## src/rtl/sdh_irq_pkg.sv

```systemverilog
package sdh_irq_pkg;
  localparam int DATA_W   = 16;
  localparam int A_W      = 2;
  localparam int ERR_W    = 8;
  localparam int B_W      = ERR_W + 3;
  localparam int CARD_BIT = A_W;
  localparam int BUSY_BIT = B_W;
  localparam int RDY_RD   = ERR_W;
  localparam int RDY_WR   = ERR_W + 1;
  localparam int CLK_RDY  = ERR_W + 2;

  typedef enum logic [1:0] {
    REG_STAT_A = 2'd0,
    REG_MASK_A = 2'd1,
    REG_STAT_B = 2'd2,
    REG_MASK_B = 2'd3
  } reg_sel_e;
endpackage

```

## src/rtl/sdh_flag_bank.sv

```systemverilog
module sdh_flag_bank #(
  parameter int W = 2
) (
  input  logic         clk,
  input  logic         rst_n,
  input  logic         soft_rst_n,
  input  logic [W-1:0] set_i,
  input  logic         flag_wr,
  input  logic         mask_wr,
  input  logic [W-1:0] wdata,
  output logic [W-1:0] flags_o,
  output logic [W-1:0] mask_o,
  output logic         irq_o
);
  logic [W-1:0] flags;
  logic [W-1:0] mask;

  for (genvar k = 0; k < W; k++) begin : g_bit
    always_ff @(posedge clk or negedge rst_n) begin
      if (!rst_n) begin
        flags[k] <= 1'b0;
        mask[k]  <= 1'b1;
      end else if (!soft_rst_n) begin
        flags[k] <= 1'b0;
        mask[k]  <= 1'b1;
      end else begin
        if (set_i[k])
          flags[k] <= 1'b1;
        else if (flag_wr && !wdata[k])
          flags[k] <= 1'b0;
        if (mask_wr)
          mask[k] <= wdata[k];
      end
    end
  end

  assign flags_o = flags;
  assign mask_o  = mask;
  assign irq_o   = |(flags & ~mask);


  set_wins_chk: assert property (@(posedge clk) disable iff (!rst_n)
    (soft_rst_n && (|set_i)) |=> ((flags & $past(set_i)) == $past(set_i)));

  zero_clears_chk: assert property (@(posedge clk) disable iff (!rst_n)
    (soft_rst_n && flag_wr && (set_i == '0)) |=> ((flags & ~$past(wdata)) == '0));

  sticky_hold_chk: assert property (@(posedge clk) disable iff (!rst_n)
    (soft_rst_n && !flag_wr && (set_i == '0)) |=> (flags == $past(flags)));

  soft_reset_chk: assert property (@(posedge clk) disable iff (!rst_n)
    (!soft_rst_n) |=> ((flags == '0) && (mask == '1)));
endmodule

```

## src/rtl/sdh_status_read.sv

```systemverilog
module sdh_status_read
  import sdh_irq_pkg::*;
(
  input  logic [1:0]        addr,
  input  logic [A_W-1:0]    a_flags,
  input  logic [A_W-1:0]    a_mask,
  input  logic [B_W-1:0]    b_flags,
  input  logic [B_W-1:0]    b_mask,
  input  logic              card,
  input  logic              busy,
  output logic [DATA_W-1:0] rdata
);
  always_comb begin
    rdata = '0;
    unique case (reg_sel_e'(addr))
      REG_STAT_A: begin
        rdata[A_W-1:0] = a_flags;
        rdata[CARD_BIT] = card;
      end
      REG_MASK_A: rdata[A_W-1:0] = a_mask;
      REG_STAT_B: begin
        rdata[B_W-1:0] = b_flags;
        rdata[BUSY_BIT] = busy;
      end
      REG_MASK_B: rdata[B_W-1:0] = b_mask;
      default: rdata = '0;
    endcase
  end
endmodule

```

## src/rtl/sdh_irq_status.sv

```systemverilog
module sdh_irq_status
  import sdh_irq_pkg::*;
(
  input  logic              clk,
  input  logic              rst_n,
  input  logic              soft_rst_n,
  input  logic [1:0]        bus_addr,
  input  logic              bus_wr,
  input  logic [DATA_W-1:0] bus_wdata,
  output logic [DATA_W-1:0] bus_rdata,
  input  logic              ev_resp,
  input  logic              ev_xfer_done,
  input  logic [ERR_W-1:0]  ev_err,
  input  logic              ev_rd_ready,
  input  logic              ev_wr_ready,
  input  logic              ev_clkdiv_ready,
  input  logic              cmd_busy,
  input  logic              card_present,
  input  logic              cmd_issue,
  output logic              cmd_accept,
  output logic              irq,
  output logic              err_timeout,
  output logic              err_sync,
  output logic              err_illegal
);
  logic [A_W-1:0] a_set, a_flags, a_mask;
  logic [B_W-1:0] b_set, b_flags, b_mask;
  logic           irq_a, irq_b;
  logic           unused_wbits;

  assign unused_wbits = ^bus_wdata[DATA_W-1:B_W];

  assign a_set = {ev_xfer_done, ev_resp};
  assign b_set = {ev_clkdiv_ready, ev_wr_ready, ev_rd_ready, ev_err};

  sdh_flag_bank #(.W(A_W)) u_bank_a (
    .clk(clk), .rst_n(rst_n), .soft_rst_n(soft_rst_n),
    .set_i(a_set),
    .flag_wr(bus_wr && (bus_addr == REG_STAT_A)),
    .mask_wr(bus_wr && (bus_addr == REG_MASK_A)),
    .wdata(bus_wdata[A_W-1:0]),
    .flags_o(a_flags), .mask_o(a_mask), .irq_o(irq_a)
  );

  sdh_flag_bank #(.W(B_W)) u_bank_b (
    .clk(clk), .rst_n(rst_n), .soft_rst_n(soft_rst_n),
    .set_i(b_set),
    .flag_wr(bus_wr && (bus_addr == REG_STAT_B)),
    .mask_wr(bus_wr && (bus_addr == REG_MASK_B)),
    .wdata(bus_wdata[B_W-1:0]),
    .flags_o(b_flags), .mask_o(b_mask), .irq_o(irq_b)
  );

  sdh_status_read u_read (
    .addr(bus_addr), .a_flags(a_flags), .a_mask(a_mask),
    .b_flags(b_flags), .b_mask(b_mask),
    .card(card_present), .busy(cmd_busy), .rdata(bus_rdata)
  );

  assign irq         = irq_a | irq_b;
  assign err_timeout = |b_flags[1:0];
  assign err_sync    = |b_flags[4:2];
  assign err_illegal = |b_flags[7:5];
  assign cmd_accept  = cmd_issue & ~cmd_busy;


  busy_reject_chk: assert property (@(posedge clk) disable iff (!rst_n)
    cmd_busy |-> !cmd_accept);

  card_live_chk: assert property (@(posedge clk) disable iff (!rst_n)
    (bus_addr == REG_STAT_A) |-> (bus_rdata[CARD_BIT] == card_present));

  busy_live_chk: assert property (@(posedge clk) disable iff (!rst_n)
    (bus_addr == REG_STAT_B) |-> (bus_rdata[BUSY_BIT] == cmd_busy));

  all_masked_quiet_chk: assert property (@(posedge clk) disable iff (!rst_n)
    ((&a_mask) && (&b_mask)) |-> !irq);
endmodule

```

## config.mk

```make
export PLATFORM = sky130hd
export DESIGN_NAME = sdh_irq_status
export DESIGN_NICKNAME = d
export VERILOG_FILES = /design/src/rtl/sdh_irq_pkg.sv /design/src/rtl/sdh_flag_bank.sv /design/src/rtl/sdh_status_read.sv /design/src/rtl/sdh_irq_status.sv
export SDC_FILE = /design/constraint.sdc
export NUM_CORES = 1
export LEC_CHECK = 0
export ABC_AREA = 1
export BUFFER_PORTS_ARGS = -buffer_cell sky130_fd_sc_hd__buf_2
export CORE_MARGIN = 4
export CORE_UTILIZATION = 40
export CTS_BUF_LIST = sky130_fd_sc_hd__clkbuf_16
export DETAILED_ROUTE_END_ITERATION = 7
export HOLD_SLACK_MARGIN = 0.08
export PLACE_DENSITY_LB_ADDON = 0.12
export SKIP_CTS_REPAIR_TIMING = 1
export SLEW_MARGIN = 40
export SYNTH_ARGS = -nofsm -noshare
export SYNTH_HDL_FRONTEND = slang
export SYNTH_HIERARCHICAL = 1
export SYNTH_SLANG_ARGS = --single-unit
```

## constraint.sdc

```tcl
create_clock -name clk -period 1.2 [get_ports clk]
set_clock_uncertainty 0.2 [all_clocks]
set_input_delay 0.12 -clock clk [delete_from_list [all_inputs] [get_ports clk]]
set_output_delay 0.12 -clock clk [all_outputs]
set_load 0.05 [all_outputs]
```

# Word-level counts from Yosys, hierarchy flattened
# Cells that the tools add are included.
[word_totals]
ff_bits = 26
input_bits = 38
out_inout_bits = 21
word_cells = 154
[classes]
eq_ne = 18
muxes = 69
bitwise_logic = 7
reduce_logical = 34
[ops]
columns = ["cell", "n"]
rows = [
  ["$mux 1", 66],
  ["$ne 3x1->1 const B", 13],
  ["$logic_and 1x1->1", 17],
  ["$pmux 8 s2", 1],
  ["$and 11x11->11", 1],
  ["$logic_not 1->1", 11],
  ["$not 11->11", 1],
  ["$reduce_or 11->1", 1],
  ["$pmux 2 s4", 1],
  ["$reduce_or 3->1", 2],
  ["$eq 2x2->1 const B", 2],
  ["$ne 2x1->1 const B", 2],
  ["$reduce_or 2->1", 2],
  ["$pmux 1 s3", 1],
  ["$and 2x2->2", 1],
  ["$eq 2x1->1 const B", 1],
  ["$logic_not 2->1", 1],
  ["$not 2->2", 1],
  ["$and 1x1->1", 1],
  ["$not 1->1", 1],
  ["$or 1x1->1", 1],
]

# Logic depth before layout (Yosys ltp)
# Gate-level depths: netlist of the first run.
[depth]
word_depth = 6
ltp_mapped = 6
mapped_depth_nobuf = 6

# Cells and area by module
# Netlist of the first run, hierarchy kept.
[by_module_without_submodules]
columns = ["module", "n_inst", "cells_per_inst", "area_each_um2", "seq_area_each_um2"]
rows = [
  ["sdh_flag_bank at u_bank_b", 1, 117, 991.0, 564.3],
  ["sdh_status_read", 1, 52, 275.3, 0.0],
  ["sdh_flag_bank at u_bank_a", 1, 26, 192.7, 102.6],
  ["sdh_irq_status", 1, 18, 72.6, 0.0],
]

# Least setup slack after synthesis of the first run
# OpenSTA, ideal clock, no wires.
[synth_path]
path_type = "flip-flop to output port"
startpoint = "register u_bank_b.mask[6] (netlist: u_bank_b/mask_o[6])"
endpoint = "output irq"
arrival_time_ns = 1.192
t_required_ns = 0.880
path_slack_ns = -0.312
stages_incl_launch_ff = 7
path_buffers = 0
path_cell_list = "dfstp_2 -> inv_1 -> nand2_1 -> nand2_1 -> nor2_1 -> nand3_1 -> or2_1"
[synth_between]
elab_chain_cells = 4
[synth_lines]
columns = ["element", "line", "source"]
rows = [
  ["from (decl)", "sdh_flag_bank.sv:16", "logic [W-1:0] mask;"],
  ["from (signal, indexed assignment)", "sdh_flag_bank.sv:32", "mask[k] <= wdata[k];"],
  ["$not 11->11", "sdh_flag_bank.sv:39", "assign irq_o = |(flags & ~mask);"],
  ["$and 11x11->11", "sdh_flag_bank.sv:39", ""],
  ["$reduce_or 11->1", "sdh_flag_bank.sv:39", ""],
  ["via irq_b", "sdh_irq_status.sv:28", "logic irq_a, irq_b;"],
  ["$or 1x1->1", "sdh_irq_status.sv:60", "assign irq = irq_a | irq_b;"],
  ["to (decl)", "sdh_irq_status.sv:21", "output logic irq,"],
]
# The timed path passes the listed nets, and every way through them passes these cells.

# Worst setup path in the final report of the first run
[layout_path]
startpoint = "register u_bank_b.mask[5] (netlist: u_bank_b/mask_o[5])"
endpoint = "output irq"
# The elaborated chain is that of the path after synthesis.

==> run_results.csv, run 1 <==
group,metric,value,unit
outcome,outcome,"finished, violations left",
outcome,violations,"negative setup slack",
cts,cts_tree,"done",
global_route,grt_usage,17.2,%
yosys,synthCells,213,
cells_and_area,final_nets,356,
yosys,ys_ff_latch,26,
sta,worst_slack,-0.680,ns
setup_path,r2r_cells,4,
setup_path,crit_slowest_cell,"dfstp_2",
power_and_ir_drop,power_leakage,1.39,nW
floorplan,io_pins,59,
routing,num_vias,1687,
setup_path,critPathMostFrequentCell,"nand2_1",
hold_path,holdCritPathClass,"input pin to flop",
sta,finalCriticalPeriod,1.88,ns
place,placed_cells,334,
cts,clockRootBuffer,"clkbuf_16",
floorplan,start_util,41.5,%
sta,post-route-period-util,157,%
hold_path,worstHoldEndpoint,"u_bank_a/mask_o[0]",
setup_path,r2r-end,"u_bank_b/mask_o[5]",
cells_and_area,layoutNonFillerInstCount,365,
floorplan,rows,22,
routing,routed_wl,4690,um
cells_and_area,drive_above_1_share,43.8,%
cts,clock_latency,0.26,ns
setup_path,max_stage_delay,0.55,ns
routing,drc,0,
cts,cts.htree.levels,1,
floorplan,die_w,69.9,um
cells_and_area,utilization,70.7,%
hold_path,min_from,"bus_wr",
place,hpwlAfterDp,3040,um
yosys,yosysSeqAreaShare,43.5,%
yosys,syn_area,1530,um^2
yosys,yosys_warnings,6,
place,routabilityCongestion,0.822,
yosys,synth_area_per_cell,7.19,um^2
global_route,grt_pass1_vias,1549,
cells_and_area,area_delta_synth_final,70.3,%
cells_and_area,antennaDiodeCount,0,
routing,drtIter0Drc,72,
cells_and_area,ff_latch_area,667,um^2
place,io_buffers,49,
routing,ant_nets,0,
cells_and_area,n_fill_cell,312,
cts,cts_made_buffers,3,
run,cap_viol_max_count,0,
routing,drt-pass1-iter-count,4,
sta,setup_violations,35,
cells_and_area,postLayoutCellArea,2610,um^2
routing,vias_per_cell,4.62,
cells_and_area,final_cell_mix,"38 x nand2_1, 32 x buf_2, 30 x inv_1",
hold_path,hold_depth,5,
setup_path,path_max_fanout,2,
floorplan,core,3690,um^2
setup_path,criticalPathCategory,"flop to primary output",
setup_path,cp-end-kind,"primary output",
setup_path,worstPathCellList,"inv_2 > nand2_1 > nand2_1 > nor2_2 > nand3_1 > or2_4 > buf_8",
global_route,grt_max_degree,27,
setup_path,required,0.88,ns
power_and_ir_drop,powerDensity,1040,nW/um^2
cells_and_area,multi_input_area,714,um^2
floorplan,dieArea,4880,um^2
global_route,grt_first_pass_wirelength,6800,um
sta,rsz0062_at_grt,"true",
setup_path,r2r-start,"u_bank_b/mask_o[5]",
place,place_area,2050,um^2
routing,wl_per_cell,12.8,um
floorplan,dieHeight,69.9,um
cts,clk_path_buf_depth,2,
global_route,grt_overflow,0,
cts,clk_pin_slew_worst_paths,0.07,ns
yosys,yosysUniqueCellTypes,24,
setup_path,worstPathArrival,1.56,ns
sta,clock.fmax,0.532,GHz
setup_path,reg2reg_slack,-0.02,ns
sta,hold_violations,0,
power_and_ir_drop,peakVddDrop,0.897,mV
cells_and_area,layout_commonest_cell,"nand2_1",
global_route,antenna_found_initial,0,
cts,clock-sinks,26,
sta,final-max-slew-violation-count,0,
setup_path,start_kind,"flop",
-- critical path: cells and delay by family (launching register included) --
family        cells  cell delay (ns)
simple gates      5             0.56
flops             1             0.55
buf+inv           2             0.19
-- state kept, by name, indices dropped and copies added (netlist names) --
signal,count
u_bank_b/mask_o,11
u_bank_b/flags_o,11
u_bank_a/mask_o,2
u_bank_a/flags_o,2
-- routing by layer --
metal,vias up,part of all wire (%),GRT usage [%]
met5,-,0,0
met4,0,1.5,5.11
met3,6,5.1,2.59
met2,53,52,30.3
met1,767,42,21.7
li1,861,-,-
-- synthesized netlist by cell type, drive strengths merged --
library cell / count / area share (%)
a21oi: 26 / 8.5
o21ai: 24 / 7.8
and3: 1 / 0.41
nand4: 2 / 0.82
or2: 3 / 1.4
dfstp: 13 / 22
clkbuf: 3 / 0.74
nand3: 8 / 2.6
buf: 8 / 4.5
conb: 1 / 0.24
dfrtp: 13 / 21
inv: 41 / 10
nand2: 57 / 15
nor2: 13 / 4.4
-- per-stage QoR --
step	total power, mW	setup TNS, ns	hold WS (ns)	setup slack [ns]
floorplan	1.49	-0.347	-0.376	-0.206
global placement	1.76	-3.03	-0.126	-0.400
detailed placement	1.76	-3.09	-0.126	-0.400
CTS	2.52	-5.06	-0.407	-0.691
global route	2.85	-7.63	0.126	-0.755
finish	2.71	-6.07	0.110	-0.680
-- layout make-up --
type,count,area share (%)
flip-flops and latches,26,25.6
clock inverters,1,0.144
inverters,41,6.09
multi-input cells,138,27.4
repair buffers,108,35.6
clock buffers,3,2.88
well taps,48,2.30
-- how the worst max path moves through the flow --
stage | start | slack (ns) | end | depth (start not counted)
after floorplan | u_bank_b/mask_o[9] | -0.21 | irq | 6
after global placement | u_bank_b/mask_o[0] | -0.40 | irq | 7
after detailed placement | u_bank_b/mask_o[0] | -0.40 | irq | 7
after CTS | u_bank_b/mask_o[0] | -0.69 | irq | 7
after global routing | u_bank_b/mask_o[2] | -0.75 | irq | 7
final | u_bank_b/mask_o[5] | -0.68 | irq | 7
-- power breakdown --
part	internal [mW]	switching [mW]
Sequential	0.968	0.0438
Clock	0.446	0.302
Combinational	0.423	0.523
Total	1.84	0.868
-- logic make-up after synthesis --
kind of cell           Yosys count  share of synthesized area (%)
AO/OA/AOI/OAI                   50                           16.3
buffers and inverters           52                           15.6
flip-flops                      26                           43.5
other                            1                          0.245
AND/OR/NAND/NOR                 84                           24.3
No activity file was read; power rests on OpenSTA's default activity.
==> run 2: changes to the inputs <==
ABC_AREA = not set   (was 1)
CTS_CLUSTER_DIAMETER = 150   (was not set)
==> run 2 against run 1 <==
The flow still finishes with violations (negative setup slack); sequential share of layout area shrank 2.2 points; highest routed layer unchanged; first-iteration DRC count grew 14%; sequential cell count is the same; largest cell class unchanged; clock power grew 2.8%.
==> run_results.csv, run 2 <==
group,metric,value,unit
floorplan,dieArea,4840,um^2
yosys,synth_common_cells,"20 x mux2i_1, 18 x nor2b_1, 14 x nand2_1, 13 x dfrtp_1, 13 x dfstp_2",
floorplan,rows,22,
routing,routed_wl,5110,um
yosys,synthTopCellsByArea,"dfstp_2 23%, dfrtp_1 21%, mux2i_1 13%",
power_and_ir_drop,internal_power,1.88,mW
routing,drtIter0Drc,82,
cells_and_area,drive_above_1_share,51.3,%
global_route,grt_max_degree,27,
routing,drt-pass1-iter-count,4,
setup_path,criticalPathCategory,"flop to primary output",
cells_and_area,layout_commonest_cell,"buf_2",
setup_path,path_max_fanout,2,
yosys,synth_edf_count,0,
cts,clk_path_buf_depth,2,
floorplan,start_util,41.4,%
cells_and_area,final_nets,302,
cts,cts_made_buffers,3,
routing,drc,0,
setup_path,crit_slowest_cell,"dfstp_2",
yosys,async_flop_share,100,%
yosys,ys.flop_type,"dfstp_2",
yosys,ys_ff_latch,26,
place,hpwlAfterDp,3120,um
global_route,antenna_found_initial,0,
place,io_buffers,49,
place,dp_slack,-0.735,ns
cts,cts.htree.levels,1,
sta,hold_violations,0,
yosys,yosys_warnings,6,
floorplan,dieHeight,69.6,um
cells_and_area,antennaDiodeCount,0,
yosys,yosysTopAreaCell,"dfstp_2",
sta,worst_slack,-1.07,ns
cells_and_area,area_delta_synth_final,87.9,%
yosys,yosysSeqAreaShare,44.0,%
cells_and_area,n_fill_cell,226,
setup_path,max_stage_delay,0.55,ns
global_route,grt_overflow,0,
global_route,grt_usage,17.0,%
global_route,grt_pass1_vias,1422,
sta,finalCriticalPeriod,2.27,ns
power_and_ir_drop,power_frac_seq,35.7,%
cells_and_area,utilization,77.8,%
setup_path,start_kind,"flop",
setup_path,cp-end-kind,"primary output",
run,cap_viol_max_count,0,
sta,rsz0062_at_grt,"true",
yosys,yosysUniqueCellTypes,30,
yosys,synth_top_area_share,22.5,%
floorplan,die_w,69.6,um
routing,ant_nets,0,
routing,vias_per_cell,4.96,
power_and_ir_drop,swShare,31.2,%
cells_and_area,multi_input_area,990,um^2
setup_path,worstPathArrival,1.95,ns
routing,wl_per_cell,16.4,um
cells_and_area,ff_latch_area,667,um^2
global_route,grt_first_pass_wirelength,6510,um
sta,post-route-period-util,189,%
cts,clockRootBuffer,"clkbuf_16",
setup_path,worstPathCellList,"nand2b_4 > o2111ai_4 > a2111oi_4 > nand2_1 > or2_4 > buf_8",
place,routabilityCongestion,0.808,
routing,num_vias,1544,
cells_and_area,layoutNonFillerInstCount,311,
power_and_ir_drop,powerDensity,958,nW/um^2
power_and_ir_drop,peakVddDrop,0.841,mV
yosys,synthCells,152,
floorplan,core,3660,um^2
sta,final-max-slew-violation-count,0,
power_and_ir_drop,power_leakage,1.34,nW
power_and_ir_drop,p_clk_share,28.2,%
hold_path,holdCritPathClass,"input pin to flop",
yosys,syn_area,1520,um^2
cts,clk_pin_slew_worst_paths,0.06,ns
sta,clock.fmax,0.440,GHz
cts,clock_latency,0.27,ns
yosys,synth.most_common_cell,"mux2i_1",
cts,clock-sinks,26,
outcome,outcome,"finished, violations left",
cells_and_area,final_cell_mix,"33 x buf_2, 26 x dlygate4sd3_1, 24 x buf_4",
sta,setup_violations,18,
power_and_ir_drop,finalPower,2.73,mW
power_and_ir_drop,p_sw,0.852,mW
cts,cts_tree,"done",
setup_path,required,0.88,ns
floorplan,io_pins,59,
outcome,violations,"negative setup slack",
place,placed_cells,278,
yosys,synth_area_per_cell,9.98,um^2
power_and_ir_drop,p_comb_share,36.1,%
==> run 2: changes by cell type in the layout (fill, tap and decap cells not counted), moves of 7 or more <==
cell / before / now
a21oi_1: 26 / 10
nand2_2: 18 / 0
inv_2: 9 / 0
nor2b_4: 0 / 8
nor2b_1: 0 / 10
o21ai_1: 23 / 0
nand2_1: 38 / 14
inv_1: 30 / 11
nand2b_1: 0 / 9
mux2i_4: 0 / 7
mux2i_1: 0 / 12
==> run 2: layer usage <==
metal | track usage, % | vias up | wire (um)
li1 | - | 723 | -
met1 | 21.9 | 761 | 2060
met2 | 27.4 | 51 | 2670
met3 | 3.48 | 9 | 260
met4 | 7.16 | 0 | 115
met5 | 0 | - | 0
==> run 2: cell families after synthesis <==
kind of cell           Yosys count  share of synthesized area, %
and+or+nand+nor                 59                          22.4
DFF                             26                          44.0
muxes                           23                          17.4
AOI/OAI and AO/OA               22                          9.08
buffers and inverters           21                          6.85
other                            1                         0.247
==> run 2: worst max-delay path, delay by kind of cell (launching register included) <==
| family | cells | cell delay, ns |
|---|---|---|
| DFF | 1 | 0.55 |
| buffers and inverters | 1 | 0.15 |
| and+or+nand+nor | 3 | 0.50 |
| AOI/OAI and AO/OA | 2 | 0.49 |
==> run 2: final cells by class <==
class                   count  area share (%)
repair buffers            114            35.5
multi-input cells         108            34.7
clock buffers               3            2.64
well taps                  48            2.11
clock inverters             1           0.132
inverters                  11            1.45
flip-flops and latches     26            23.4
==> run 2: worst paths after layout <==
| check | start | slack, ns | endpoint | depth (start not counted) |
|---|---|---|---|---|
| setup reg to reg | u_bank_b/flags_o[0] | -0.02 | u_bank_b/flags_o[0] | 4 |
| max in group asynchronous | rst_n | 0.32 | u_bank_b/mask_o[5] | 3 |
| hold / removal | bus_wdata[3] | 0.05 | u_bank_b/flags_o[3] | 4 |
| hold reg to reg | u_bank_a/flags_o[0] | 0.38 | u_bank_a/flags_o[0] | 2 |
| min in group asynchronous | rst_n | 0.17 | u_bank_a/flags_o[0] | 3 |
| setup / recovery | u_bank_b/mask_o[8] | -1.07 | irq | 6 |
==> run 2: per-stage QoR <==
step	cell area (um^2)	TNS, ns	hold slack [ns]
final	2850	-7.42	0.0535
after global routing	2850	-8.15	0.0803
after CTS	2240	-8.05	-0.352
after detailed placement	2160	-6.36	-0.0674
after global placement	2160	-6.05	-0.0699
after floorplan	1640	-0.951	-0.376
==> run 2: power by group through the flow <==
stage               Combinational, mW  Sequential, mW  Clock, mW
floorplan                       0.462           0.981          0
global placement                0.711           0.975          0
detailed placement              0.724           0.977          0
CTS                             0.727           0.963      0.777
global route                     1.03           0.980      0.827
finish                          0.985           0.974      0.769
==> run 3: changes to the inputs <==
CELL_PAD_IN_SITES_DETAIL_PLACEMENT = 1   (was not set)
CELL_PAD_IN_SITES_GLOBAL_PLACEMENT = 1   (was not set)
CORE_UTILIZATION = 32   (was 40)
==> run 3 against run 2 <==
The run still ends with negative setup slack left; routed wire length rose by 26%; clock-buffer cell count did not move; global-route usage rose by 0.58 points; sequential power rose by 0.5%; setup slack improved by 0.0051 ns; maximum frequency rose by 0.23%; sequential share of layout area fell by 0.36 points; critical path depth did not move; via count rose by 3.5%; non-clock buffer count rose by 1; largest power group unchanged.
==> run_results.csv, run 3 (synthesized netlist as in run 2, its figures left out) <==
group,metric,value,unit
place,place_area,2170,um^2
cells_and_area,area_delta_synth_final,90.8,%
routing,drc,0,
cts,clock_latency,0.27,ns
cells_and_area,final_cell_mix,"32 x buf_2, 26 x dlygate4sd3_1, 24 x buf_4",
power_and_ir_drop,power_leakage,1.36,nW
hold_path,hold_depth,2,
global_route,grt_usage,17.5,%
cells_and_area,final_nets,303,
power_and_ir_drop,powerDensity,958,nW/um^2
place,dp_slack,-0.718,ns
cts,clk_pin_slew_worst_paths,0.07,ns
global_route,grt_overflow,0,
hold_path,worstHoldEndpoint,"u_bank_a/mask_o[1]",
sta,post-route-period-util,189,%
routing,vias_per_cell,5.06,
global_route,grt_max_degree,27,
cells_and_area,drive_above_1_share,51.5,%
setup_path,r2r_cells,4,
cells_and_area,layoutNonFillerInstCount,316,
routing,ant_nets,0,
cells_and_area,antennaDiodeCount,0,
place,hpwlAfterDp,3840,um
global_route,antenna_found_initial,0,
cts,cts.htree.levels,1,
routing,drt-pass1-iter-count,4,
floorplan,rows,24,
floorplan,start_util,33.9,%
setup_path,worstPathArrival,1.95,ns
power_and_ir_drop,peakVddDrop,0.833,mV
floorplan,dieArea,5900,um^2
setup_path,required,0.88,ns
outcome,violations,"negative setup slack",
sta,setup_violations,21,
routing,num_vias,1598,
setup_path,start_kind,"flop",
routing,wl_per_cell,20.4,um
floorplan,die_w,76.8,um
sta,fin_setup_tns,-7.55,ns
hold_path,min_from,"soft_rst_n",
power_and_ir_drop,finalPower,2.77,mW
sta,worst_slack,-1.07,ns
sta,final-max-slew-violation-count,0,
cells_and_area,n_fill_cell,470,
outcome,outcome,"finished, violations left",
cells_and_area,layout_commonest_cell,"buf_2",
cts,clockRootBuffer,"clkbuf_16",
setup_path,path_max_fanout,2,
cts,clk_path_buf_depth,2,
hold_path,holdCritPathClass,"input pin to flop",
setup_path,criticalPathCategory,"flop to primary output",
global_route,grt_first_pass_wirelength,8170,um
sta,rsz0062_at_grt,"true",
global_route,grt_pass1_vias,1616,
setup_path,r2r-end,"u_bank_b/mask_o[4]",
place,routabilityCongestion,0.839,
sta,finalCriticalPeriod,2.27,ns
setup_path,reg2reg_slack,-0.02,ns
place,io_buffers,49,
cts,clock-sinks,26,
setup_path,cp-end-kind,"primary output",
setup_path,r2r-start,"u_bank_b/mask_o[4]",
sta,hold_violations,0,
routing,drtIter0Drc,84,
cts,cts_tree,"done",
floorplan,core,4470,um^2
floorplan,io_pins,59,
place,placed_cells,279,
sta,clock.fmax,0.441,GHz
cts,cts_made_buffers,3,
run,cap_viol_max_count,0,
cells_and_area,postLayoutCellArea,2890,um^2
routing,routed_wl,6450,um
floorplan,dieHeight,76.8,um
## run 3: worst max path at each step
stage	start	to	slack, ns	cells past startpoint
3_5_place_dp	u_bank_b/mask_o[3]	irq	-0.72	5
5_1_grt	u_bank_b/mask_o[5]	irq	-1.12	6
2_1_floorplan	u_bank_b/mask_o[3]	irq	-0.53	4
3_3_place_gp	u_bank_b/mask_o[8]	irq	-0.72	6
4_1_cts	u_bank_b/mask_o[3]	irq	-1.01	5
6_report	u_bank_b/mask_o[5]	irq	-1.07	6
## run 3: routing by layer
layer / track usage (%) / routed length (um) / vias to the layer above
met1: 20.4 / 2550 / 797
li1: - / - / 732
met5: 0 / 0 / -
met3: 2.93 / 315 / 13
met2: 32.2 / 3450 / 56
met4: 5.98 / 138 / 0
## run 3: critical path: stages (launching register included)
cell,delay [ns]
dfstp_2,0.54
nand2b_4,0.13
o2111ai_4,0.15
a2111oi_4,0.37
nand2_1,0.10
or2_4,0.24
buf_6,0.15
## run 3: final cells by class
| type | instances | area (um^2) | share of cell area [%] |
|---|---|---|---|
| Timing Repair Buffer | 115 | 1050 | 36.2 |
| Sequential cell | 26 | 667 | 23.0 |
| Inverter | 11 | 41.3 | 1.43 |
| Clock inverter | 1 | 3.75 | 0.130 |
| Clock buffer | 3 | 75.1 | 2.59 |
| Multi-Input combinational cell | 108 | 995 | 34.4 |
| Tap cell | 52 | 65.1 | 2.25 |
## run 3: stage by stage
stage / util (%) / hold WS, ns
after CTS: 50.3 / -0.440
after floorplan: - / -0.376
after global routing: 64.7 / 0.0763
final: 64.7 / 0.0629
after global placement: 48.5 / -0.165
after detailed placement: 48.5 / -0.158
## run 3: power breakdown
group | switching [mW] | leakage [nW] | internal [mW]
clock | 0.320 | 0.0423 | 0.447
combinational | 0.521 | 1.02 | 0.506
sequential | 0.0434 | 0.300 | 0.935
